`src/rtl/fp_status_pkg.sv`:
```
package fp_status_pkg;

  // Field positions; the trap logic and the datapath decode these
  localparam int TT_LSB    = 0;
  localparam int TT_MSB    = 2;
  localparam int UEN_BIT   = 3;
  localparam int UFLAG_BIT = 4;
  localparam int IEN_BIT   = 5;
  localparam int IFLAG_BIT = 6;
  localparam int RM_LSB    = 7;
  localparam int RM_MSB    = 8;
  localparam int SWF_LSB   = 9;

  typedef enum logic [2:0] {
    TRAP_NONE     = 3'b000,
    TRAP_UNDER    = 3'b001,
    TRAP_OVER     = 3'b010,
    TRAP_DIVZERO  = 3'b011,
    TRAP_ILLEGAL  = 3'b100,
    TRAP_INVALID  = 3'b101,
    TRAP_INEXACT  = 3'b110
  } trapCode_e;

  // Strobes from control to datapath
  typedef struct packed {
    logic      loadAll;
    logic      writeCode;
    trapCode_e code;
    logic      setUnder;
    logic      setInexact;
    logic      trap;
  } fsrStrobe_t;

endpackage

```
`src/rtl/fp_status_ctrl.sv`:
```
module fp_status_ctrl
  import fp_status_pkg::*;
(
  input  logic       instDone,
  input  logic       isXfer,
  input  logic       loadEn,
  input  logic       excIllegal,
  input  logic       excInvalid,
  input  logic       excDivZero,
  input  logic       excOverflow,
  input  logic       excUnderflow,
  input  logic       excInexact,
  input  logic       underEn,
  input  logic       inexEn,
  output fsrStrobe_t stb
);

  logic      arithDone;
  logic      hardErr;
  logic      anyOther;
  logic      inexAlone;
  trapCode_e code;

  // Only non-transfer completions touch status; a load overrides them
  assign arithDone = instDone & ~isXfer & ~loadEn;
  assign hardErr   = excIllegal | excInvalid | excDivZero | excOverflow;
  assign anyOther  = hardErr | excUnderflow;
  assign inexAlone = excInexact & ~anyOther;

  // Priority: illegal, invalid, divide by zero, overflow, underflow, inexact
  always_comb begin
    if (excIllegal)        code = TRAP_ILLEGAL;
    else if (excInvalid)   code = TRAP_INVALID;
    else if (excDivZero)   code = TRAP_DIVZERO;
    else if (excOverflow)  code = TRAP_OVER;
    else if (excUnderflow) code = TRAP_UNDER;
    else if (excInexact)   code = TRAP_INEXACT;
    else                   code = TRAP_NONE;
  end

  always_comb begin
    stb            = '0;
    stb.loadAll    = loadEn;
    stb.writeCode  = arithDone;
    stb.code       = code;
    stb.setUnder   = arithDone & excUnderflow;
    stb.setInexact = arithDone & inexAlone;
    stb.trap       = arithDone & (hardErr
                                  | (excUnderflow & underEn)
                                  | (inexAlone & inexEn));
  end

endmodule

```
`src/rtl/fp_status_dp.sv`:
```
module fp_status_dp
  import fp_status_pkg::*;
#(
  parameter int DATA_W = 32,
  parameter int SWF_W  = 7
) (
  input  logic              clk,
  input  logic              rstN,
  input  fsrStrobe_t        stb,
  input  logic [DATA_W-1:0] loadData,
  output logic [DATA_W-1:0] statusReg,
  output logic [1:0]        roundMode,
  output logic              underEn,
  output logic              inexEn,
  output logic              trapReq
);

  localparam int USED_W = SWF_LSB + SWF_W;
  localparam logic [DATA_W-1:0] LOAD_MASK = DATA_W'((64'd1 << USED_W) - 64'd1);

  logic [DATA_W-1:0] statusQ;
  logic              trapQ;

  always_ff @(posedge clk or negedge rstN) begin
    if (!rstN) begin
      statusQ <= '0;
      trapQ   <= 1'b0;
    end else begin
      trapQ <= stb.trap;
      if (stb.loadAll) begin
        statusQ <= loadData & LOAD_MASK;
      end else begin
        if (stb.writeCode)  statusQ[TT_MSB:TT_LSB] <= stb.code;
        if (stb.setUnder)   statusQ[UFLAG_BIT]     <= 1'b1;
        if (stb.setInexact) statusQ[IFLAG_BIT]     <= 1'b1;
      end
    end
  end

  assign statusReg = statusQ;
  assign roundMode = statusQ[RM_MSB:RM_LSB];
  assign underEn   = statusQ[UEN_BIT];
  assign inexEn    = statusQ[IEN_BIT];
  assign trapReq   = trapQ;

endmodule

```
`src/rtl/fp_status_reg.sv`:
```
module fp_status_reg
  import fp_status_pkg::*;
#(
  parameter int DATA_W = 32,
  parameter int SWF_W  = 7
) (
  input  logic              clk,
  input  logic              rstN,
  input  logic              instDone,
  input  logic              isXfer,
  input  logic              excIllegal,
  input  logic              excInvalid,
  input  logic              excDivZero,
  input  logic              excOverflow,
  input  logic              excUnderflow,
  input  logic              excInexact,
  input  logic              loadEn,
  input  logic [DATA_W-1:0] loadData,
  output logic [DATA_W-1:0] statusReg,
  output logic [1:0]        roundMode,
  output logic              trapReq
);

  fsrStrobe_t stb;
  logic       underEn;
  logic       inexEn;

  fp_status_ctrl u_ctrl (
    .instDone     (instDone),
    .isXfer       (isXfer),
    .loadEn       (loadEn),
    .excIllegal   (excIllegal),
    .excInvalid   (excInvalid),
    .excDivZero   (excDivZero),
    .excOverflow  (excOverflow),
    .excUnderflow (excUnderflow),
    .excInexact   (excInexact),
    .underEn      (underEn),
    .inexEn       (inexEn),
    .stb          (stb)
  );

  fp_status_dp #(.DATA_W(DATA_W), .SWF_W(SWF_W)) u_dp (
    .clk       (clk),
    .rstN      (rstN),
    .stb       (stb),
    .loadData  (loadData),
    .statusReg (statusReg),
    .roundMode (roundMode),
    .underEn   (underEn),
    .inexEn    (inexEn),
    .trapReq   (trapReq)
  );

endmodule

```
`config.mk`:
```
export PLATFORM = sky130hd
export DESIGN_NAME = fp_status_reg
export DESIGN_NICKNAME = d
export VERILOG_FILES = /design/src/rtl/fp_status_pkg.sv /design/src/rtl/fp_status_ctrl.sv /design/src/rtl/fp_status_dp.sv /design/src/rtl/fp_status_reg.sv
export SDC_FILE = /design/constraint.sdc
export NUM_CORES = 1
export LEC_CHECK = 0
export CAP_MARGIN = 25
export CORE_MARGIN = 2
export CORE_UTILIZATION = 35
export CTS_BUF_LIST = sky130_fd_sc_hd__clkbuf_4
export CTS_CLUSTER_SIZE = 10
export DETAILED_ROUTE_END_ITERATION = 6
export DONT_BUFFER_PORTS = 1
export SLEW_MARGIN = 20
export SYNTH_ARGS = -nofsm -noshare
export SYNTH_HDL_FRONTEND = slang
export SYNTH_SLANG_ARGS = --single-unit
export TNS_END_PERCENT = 1
```
`constraint.sdc`:
```
create_clock -name clk -period 1.1 [get_ports clk]
set_clock_uncertainty 0.2 [all_clocks]
set_input_delay 0.165 -clock clk [delete_from_list [all_inputs] [get_ports clk]]
set_output_delay 0.165 -clock clk [all_outputs]
set_load 0.005 [all_outputs]
```
; ---- Word level (Yosys, flattened, before mapping)
; Index checks and enable logic that the tools add are counted.
[totals]
regBits = 17
output_inout_bits = 35
[op_classes]
n_mux = 12
bitwise_logic = 17
n_reduce_logical = 3
[ops]
columns = op, count
row1 = $mux 3, 8
row2 = $and 1x1->1, 8
row3 = $or 1x1->1, 6
row4 = $reduce_bool 2->1, 3
row5 = $mux 1, 4
row6 = $not 1->1, 3

; ---- Depth between registers and ports, before layout
; Gate-level depths: netlist (run 1).
[logic_depth]
depth_word = 9
mapped_depth = 3

; ---- Cells and area by module
; A second synthesis (run 1) with hierarchy kept.
[hier_totals]
cells_unflattened = 84
area_unflattened_um2 = 959.7
[modules_own_cells]
columns = mod, instances, cells_per_inst, area_per_inst_um2, seq_area_each_um2
row1 = fp_status_dp, 1, 66, 838.3, 425.4
row2 = fp_status_ctrl, 1, 18, 121.4, 0.0

; ---- Worst setup path before layout (run 1)
; OpenSTA, ideal clock, no wires.
[synth_timing]
path_kind = input -> register
from = input excInvalid
to = register u_dp.trapQ (netlist: u_dp.trapReq)
setup_time_ns = 0.135
arrival_ns = 0.922
t_required_ns = 0.765
setup_slack_ns = -0.156
path_stages = 3
path_buffers = 0
path_cell_list = or4_1 > a221oi_2 > nor3_1
[synth_lines]
columns = element, line_no
row1 = from (decl), fp_status_reg.sv:12  ; input logic excInvalid,
row2 = to (signal assigned), fp_status_dp.sv:29  ; trapQ <= stb.trap;
row3 = to (decl), fp_status_dp.sv:22  ; logic trapQ;

; ---- Worst setup path after layout (run 1)
[layout_timing]
from = register u_dp.statusQ[7] (netlist: u_dp.statusReg[7])
to = output roundMode[0]
[layout_lines]
columns = element, line_no
row1 = from (decl), fp_status_dp.sv:21  ; logic [DATA_W-1:0] statusQ;
row2 = from (signal assigned), fp_status_dp.sv:31  ; statusQ <= loadData & LOAD_MASK;
row3 = "from (signal, indexed assignment)", fp_status_dp.sv:33  ; if (stb.writeCode) statusQ[TT_MSB:TT_LSB] <= stb.code;
row4 = to (decl), fp_status_reg.sv:20  ; output logic [1:0] roundMode,
; No word-level cell between the ends.

==> results of run 1 <==
==> registers in the layout, indices dropped and copies added, names as in the netlist <==
register,cells
u_dp.statusReg,16
u_dp.trapReq,1
==> cells in the mapped netlist <==
| cell type | count |
|---|---|
| o21ai_0 | 1 |
| nor2_1 | 2 |
| nand2_1 | 2 |
| a211oi_1 | 1 |
| nor4b_2 | 2 |
| mux2_1 | 4 |
| inv_1 | 1 |
| a221oi_2 | 1 |
| nor3_1 | 1 |
| dfrtp_1 | 17 |
| a211o_1 | 1 |
| buf_4 | 20 |
| o31ai_1 | 2 |
| or4_1 | 1 |
| and2b_1 | 1 |
| conb_1 | 1 |
| a21oi_1 | 6 |
| nor2b_1 | 4 |
| mux2_2 | 7 |
| buf_2 | 1 |
| nand2b_1 | 2 |
| clkbuf_1 | 1 |
==> layout make-up <==
type                            instances  share of cell area [%]
Sequential cell                        17                    41.0
Multi-Input combinational cell         54                    35.8
Timing Repair Buffer                   17                    16.6
Tap cell                               30                    3.61
Clock buffer                            3                    2.17
Clock inverter                          1                   0.482
Inverter                                1                   0.361
==> cell families after synthesis <==
family | synth area share [%]
compound gates | 9.04
buf+inv | 18.1
flops | 47.3
mux | 13.8
other cells | 0.417
simple gates | 11.4
==> metal layers <==
layer  GRT usage (%)  up-vias  share of wire, %
li1                -      263                 -
met1            13.9      281                37
met2            17.7       34                54
met3            2.46        2               8.1
met4            5.00        0              0.80
met5               0        -                 0
==> worst max-delay path by stage <==
stage	start	to	slack (ps)	cells after the start
2_1_floorplan	excInvalid	u_dp.trapReq$_DFF_PN0_	-130	3
3_3_place_gp	excInvalid	u_dp.trapReq$_DFF_PN0_	-140	3
3_5_place_dp	excInvalid	u_dp.trapReq$_DFF_PN0_	-140	3
4_1_cts	u_dp.statusReg[7]$_DFFE_PN0P_	roundMode[0]	-90	1
6_report	u_dp.statusReg[7]$_DFFE_PN0P_	roundMode[0]	-70	1
5_1_grt	u_dp.statusReg[7]$_DFFE_PN0P_	roundMode[0]	-120	1
==> power by group <==
group | leakage, nW | switching, mW | total [mW] | internal (mW)
registers | 0.200 | 0.0484 | 0.733 | 0.685
clock network | 0.0177 | 0.191 | 0.326 | 0.135
logic | 0.244 | 0.0658 | 0.174 | 0.108
==> what timing repair did <==
item | CTS | global route
setup buffers | 1 | 0
pin swaps | 0 | 1
resized for setup | 2 | 1
endpoints found under the setup margin | 4 | 25
endpoints found under the hold margin | 34 | 34
==> metrics by stage <==
step                instance area, sq um  setup TNS, ps  setup slack, ps  cells
detailed placement                   853           -143             -143    104
CTS                                 1040           -748            -92.9    123
global placement                     853           -138             -138    104
global route                        1040           -487             -118    123
floorplan                            960           -132             -132     94
finish                              1040           -233            -69.1    123
==> metrics.cfg, run 1 <==
[status]
outcome = finished with violations
violations = hold timing, setup timing

[synthesis]
ys_seq_area_share_pct = 47.3
synth_area_per_cell_sq_um = 11.4
yosysTopAreaCellShare_pct = 47.3
ys_seq_elements = 17
synth_area_sq_um = 900
synthCells = 79
ys_warn_count = 0
synth_area_leaders = dfrtp_1 47%, buf_4 17%, mux2_2 8.8%, mux2_1 5.0%, a21oi_1 3.3%
synth_largest_area_cell = dfrtp_1
synth_cell_types = 22

[job]
maxCapViolCount = 0

[floorplan]
core-area_sq_mm = 0.00245
dieWidth_um = 54.7
die_h_um = 54.7
rows = 18
pin_count = 78
start_util_pct = 36.6
dieArea_sq_mm = 0.00299

[sta]
final.setup.worst_slack_ps = -69.1
final-hold-violation-count = 34
tightest_slew_ps = 790
rsz0062_at_grt = true
post-route-period-util_pct = 106
max_freq_mhz = 855
fin_crit_ps = 1170
hold_ws_ps = -258
slew_headroom_pct = 47.3
finalSetupViolations = 4
slew_viol_final = 0

[min_path]
min_from = loadEn
hold_end = u_dp.trapReq$_DFF_PN0_
min_path_type = in -> reg
worst_hold_path.num_cells = 1

[layout]
final_core_util_pct = 42.3
regArea_sq_um = 425
n_fill_cell = 238
multi_input_area_sq_um = 372
num_antenna_cells = 0
num-nets-final = 137
synthToLayoutAreaGrowth_pct = 15.4
drive_above_1_share_pct = 19.4
final_common_cell = dfrtp_1
mostFrequentLayoutCells = 17 x dfrtp_1, 16 x conb_1, 13 x dlygate4sd3_1, 7 x mux2_2, 6 x a21oi_1

[detailed_routing]
via_per_inst = 4.72
post-route-drc-count = 0
firstDrtPassIters = 4
vias = 580
ant_nets = 0
wire_per_inst_um = 13.2
wirelength_um = 1620
drt_iter0_drc = 7

[worst_setup_path]
reg2reg_from = u_dp.statusReg[3]$_DFFE_PN0P_
crit_arrival_ps = 800
cp-end-kind = output port
crit_family = flip-flops
worstPathRequired_ps = 730
critical_path.max_fanout = 2
rrSetupSlack_ps = -30
worstReg2RegEnd = u_dp.trapReq$_DFF_PN0_
crit_chain = buf_6
worstRegToRegCells = 3
slowest_delay_ps = 400
cp-start-kind = flop
cp_slowest_cell = dfrtp_1
crit_buf_inv = 1
worstSetupPathType = reg -> out

[global_route]
grt.overflow.total = 0
grt_max_degree = 23
antenna_found_initial = 0
grt_pass1_wl_um = 2290
grt_pass1_vias = 497
grtUsageTotal_pct = 11.0

[cts]
insertion_delay_ps = 280
cts-htree-levels = 1
cts_buffer_depth = 2
clkSinkCount = 17
cts_tree = yes
cts_root_buffer = clkbuf_4
holdBufCountCts = 14
numCtsBuffers = 3
clkTransAtPathRegs_ps = 100

[pwr]
p_leak_nw = 0.461
total_power_mw = 1.23
p_per_area_mw_per_mm2 = 1190
peakVddDrop_mv = 0.952

[place]
dpl.hpwl_um = 1180
gp_congestion = 0.598
numPortBuffers = 0

(Power assumes the default switching activity.)
==> run 2, diff against run 1 <==
--- a/config.mk
+++ b/config.mk
@@ -14,2 +14,3 @@
 export DONT_BUFFER_PORTS = 1
+export REMOVE_ABC_BUFFERS = 1
 export SLEW_MARGIN = 20
==> constraint.sdc (replaced) <==
create_clock -name clk -period 1.1 [get_ports clk]
set_clock_uncertainty 0.2 [all_clocks]
set_input_delay 0.22 -clock clk [delete_from_list [all_inputs] [get_ports clk]]
set_output_delay 0.22 -clock clk [all_outputs]
set_load 0.005 [all_outputs]
==> metrics.cfg, run 2 (synthesis gave the netlist of run 1 again) <==
[pwr]
p_leak_nw = 0.464
p_per_area_mw_per_mm2 = 1200
peakVddDrop_mv = 1.04
total_power_mw = 1.24

[floorplan]
rows = 18
start_util_pct = 36.6
die_h_um = 54.7
core-area_sq_mm = 0.00245
dieWidth_um = 54.7
dieArea_sq_mm = 0.00299
pin_count = 78

[layout]
final_cell_area_sq_mm = 0.00103
num-nets-final = 137
final_core_util_pct = 42.0
num_antenna_cells = 0
synthToLayoutAreaGrowth_pct = 14.7
final_common_cell = dfrtp_1
mostFrequentLayoutCells = 17 x dfrtp_1, 16 x conb_1, 12 x dlygate4sd3_1, 7 x mux2_2, 6 x a21oi_1
drive_above_1_share_pct = 20.4
largest_reg_flops = 16

[min_path]
worst_hold_path.num_cells = 1
min_path_type = in -> reg

[sta]
hold_ws_ps = -199
final.setup.worst_slack_ps = -135
rsz0062_at_grt = true
fin_crit_ps = 1230
post-route-period-util_pct = 112
max_freq_mhz = 810
slew_headroom_pct = 50.2
tightest_slew_ps = 747
finalSetupViolations = 19
final-hold-violation-count = 34
slew_viol_final = 0
finalSetupTns_ps = -763

[worst_setup_path]
crit_chain = buf_4
crit_buf_inv = 1
cp.depth = 1
slowest_delay_ps = 400
crit_arrival_ps = 810
rrSetupSlack_ps = -90
worstSetupPathType = reg -> out
critical_path.max_fanout = 2
cp_slowest_cell = dfrtp_1
crit_family = flip-flops
worstRegToRegCells = 3
cp-end-kind = output port
worstPathRequired_ps = 680
cp-start-kind = flop

[detailed_routing]
topRoutingLayerUsed = met4
wl_met1_um = 636
drt_iter0_drc = 3
via_per_inst = 4.66
wl_met3_um = 212
wirelength_um = 1760
wire_per_inst_um = 14.3
firstDrtPassIters = 3
vias = 573
post-route-drc-count = 0
wl_met2_um = 907
ant_nets = 0

[place]
dpl.hpwl_um = 1270
gp_congestion = 0.641
numPortBuffers = 0
place_area_sq_um = 850

[cts]
clkSinkCount = 17
clkTransAtPathRegs_ps = 100
cts_tree = yes
insertion_delay_ps = 290
cts_buffer_depth = 2
cts_root_buffer = clkbuf_4
cts-htree-levels = 1
holdBufCountCts = 13
numCtsBuffers = 3

[global_route]
grt_pass1_vias = 596
grt_pass1_wl_um = 2680
grt_max_degree = 23
grt.overflow.total = 0
grtUsageTotal_pct = 13.1
antenna_found_initial = 0

[job]
maxCapViolCount = 0

[status]
outcome = finished with violations
violations = hold timing, setup timing

==> run 2: changes by cell type in the layout (fill, tap and decap cells not counted) <==
cell,change
dlygate4sd3_1,-1
or4_4,-1
mux2_4,+1
buf_6,-1
buf_4,+2
mux2_1,-1
or4_1,+1
==> run 2: repair_timing <==
item,4_1_cts,5_1_grt
resized for setup,1,2
buffers inserted,1,1
hold endpoints to repair,34,34
endpoints found under the setup margin,19,38
==> run 2: metal layers <==
| metal | GRT usage [%] | vias up |
|---|---|---|
| met4 | 2.50 | 0 |
| met1 | 13.5 | 272 |
| met2 | 23.4 | 35 |
| met3 | 6.83 | 2 |
| li1 | - | 264 |
| met5 | 0 | - |
==> run 2: worst register-to-register path, cell delays in order, from the launching register on <==
cell      delay [ps]
dfrtp_1          400
buf_4            140
a221oi_2         260
nor3_1            90
==> run 2: report_power, final <==
part | switching [mW] | total (mW) | internal (mW)
Clock | 0.189 | 0.324 | 0.135
Sequential | 0.0494 | 0.734 | 0.685
Combinational | 0.0674 | 0.178 | 0.110
==> run 2: final timing paths <==
kind                                           startpoint                             end
max                         u_dp.statusReg[3]$_DFFE_PN0P_                    statusReg[3]
min                                                loadEn          u_dp.trapReq$_DFF_PN0_
max reg2reg                 u_dp.statusReg[3]$_DFFE_PN0P_          u_dp.trapReq$_DFF_PN0_
min reg2reg                u_dp.statusReg[12]$_DFFE_PN0P_  u_dp.statusReg[12]$_DFFE_PN0P_
max in group asynchronous                            rstN  u_dp.statusReg[14]$_DFFE_PN0P_
min in group asynchronous                            rstN  u_dp.statusReg[13]$_DFFE_PN0P_
==> run 2: cell type report <==
| cell class | instances | area [sq um] |
|---|---|---|
| Multi-Input combinational cell | 54 | 372 |
| Fill cell | 235 | 1420 |
| Timing Repair Buffer | 17 | 166 |
| Inverter | 1 | 3.75 |
| Clock inverter | 1 | 5.00 |
| Tap cell | 30 | 37.5 |
| Clock buffer | 3 | 22.5 |
| Sequential cell | 17 | 425 |
==> run 2: through the flow <==
step           hold WS (ps)  cells  worst slack, ps
2_1_floorplan          -276     72             -202
3_3_place_gp           -275    104             -230
3_5_place_dp           -275    104             -234
4_1_cts                -217    122             -151
5_1_grt                -235    123             -187
6_report               -199    123             -135
==> run 3, diff against run 2 <==
CORE_UTILIZATION = 53   (was 35)
PLACE_DENSITY = 0.71   (was default)
==> metrics.cfg, run 3 (synthesis gave the netlist of run 1 again) <==
[floorplan]
pin_count = 78
dieWidth_um = 45.2
dieArea_sq_mm = 0.00204
start_util_pct = 58.4
rows = 14
core-area_sq_mm = 0.00154
die_h_um = 45.2

[sta]
final.setup.worst_slack_ps = -120
slew_viol_final = 0
rsz0062_at_grt = true
hold_ws_ps = -193
fin_crit_ps = 1220
max_freq_mhz = 819
final-hold-violation-count = 34
tightest_slew_ps = 729
slew_headroom_pct = 51.4
post-route-period-util_pct = 111
finalSetupViolations = 16

[detailed_routing]
wirelength_um = 1530
drt_iter0_drc = 5
firstDrtPassIters = 4
wire_per_inst_um = 14.0
vias = 579
ant_nets = 0
post-route-drc-count = 0
via_per_inst = 5.31

[place]
numPortBuffers = 0
dpl_worst_slack_ps = -232
gp_congestion = 0.666
place_area_sq_um = 832
dpl.hpwl_um = 1060

[global_route]
grt_max_degree = 23
grt.overflow.total = 0
grt_pass1_vias = 519
antenna_found_initial = 0
grtUsageTotal_pct = 16.2
grt_pass1_wl_um = 2260

[worst_setup_path]
worstSetupPathType = reg -> out
worstPathRequired_ps = 680
cp-end-kind = output port
cp-start-kind = flop
cp_slowest_cell = dfrtp_1
crit_chain = buf_6
slowest_delay_ps = 400
crit_family = flip-flops
worstRegToRegCells = 3
crit_buf_inv = 1
cp.depth = 1
crit_arrival_ps = 800
critical_path.max_fanout = 2

[layout]
final_core_util_pct = 66.2
num-nets-final = 137
n_fill_cell = 114
multi_input_area_sq_um = 368
regArea_sq_um = 425
final_common_cell = dfrtp_1
drive_above_1_share_pct = 18.3
largest_reg_flops = 16
synthToLayoutAreaGrowth_pct = 13.4
num_antenna_cells = 0
mostFrequentLayoutCells = 17 x dfrtp_1, 16 x conb_1, 13 x dlygate4sd3_1, 7 x mux2_2, 6 x a21oi_1
final_cell_area_sq_mm = 0.00102

[status]
outcome = finished with violations
violations = hold timing, setup timing

[cts]
holdBufCountCts = 14
insertion_delay_ps = 280
numCtsBuffers = 3
cts_root_buffer = clkbuf_4
clkSinkCount = 17
cts_tree = yes
cts-htree-levels = 1
cts_buffer_depth = 2
clkTransAtPathRegs_ps = 90

[min_path]
min_path_type = in -> reg
worst_hold_path.num_cells = 1

[job]
maxCapViolCount = 0

[pwr]
peakVddDrop_mv = 1.04
p_leak_nw = 0.461
p_per_area_mw_per_mm2 = 1220

run 3: changes by cell type in the layout (fill, tap and decap cells not counted), sizes merged:
cell and change:
buf -1, clkbuf +1, clkinv -1, dlygate4sd3 +1
run 3: final cells by class:
class	instances	share of cell area, %
flip-flops and latches	17	41.7
inverters	1	0.368
well taps	16	1.96
multi-input cells	54	36.1
repair buffers	17	16.9
clock buffers	4	2.94
run 3: metrics by stage:
step | power, mW | hold WS, ps | setup TNS, ps | cells
4_1_cts | 1.26 | -207 | -1500 | 109
3_5_place_dp | 0.857 | -275 | -279 | 90
6_report | 1.25 | -193 | -572 | 109
5_1_grt | 1.33 | -205 | -1370 | 109
2_1_floorplan | 0.824 | -276 | -202 | 72
3_3_place_gp | 0.850 | -275 | -259 | 90
run 3: path summary, 6_finish.rpt:
check | startpoint | to | slack, ps
min | loadEn | u_dp.trapReq$_DFF_PN0_ | -190
min in group asynchronous | rstN | u_dp.statusReg[12]$_DFFE_PN0P_ | -140
max | u_dp.statusReg[7]$_DFFE_PN0P_ | roundMode[0] | -120
max in group asynchronous | rstN | u_dp.statusReg[4]$_DFFE_PN0P_ | 390
min reg2reg | u_dp.statusReg[10]$_DFFE_PN0P_ | u_dp.statusReg[10]$_DFFE_PN0P_ | 320
max reg2reg | u_dp.statusReg[3]$_DFFE_PN0P_ | u_dp.trapReq$_DFF_PN0_ | -80
run 3: timing repair:
item	4_1_cts	5_1_grt
setup buffers	1	0
setup endpoints to repair	18	38
hold endpoints to repair	34	34
gates cloned	0	0
resized for setup	1	2
run 3: layer usage:
| metal | share of wire [%] | vias to the layer above | global-route usage (%) |
|---|---|---|---|
| li1 | - | 265 | - |
| met3 | 9.2 | 2 | 6.80 |
| met1 | 38 | 274 | 17.9 |
| met5 | 0 | - | 0 |
| met2 | 52 | 38 | 27.1 |
| met4 | 0.98 | 0 | 7.06 |
run 3: power breakdown:
part | internal [mW] | switching, mW | total, mW
Sequential | 0.685 | 0.0481 | 0.733
Clock | 0.165 | 0.177 | 0.342
Combinational | 0.108 | 0.0670 | 0.175
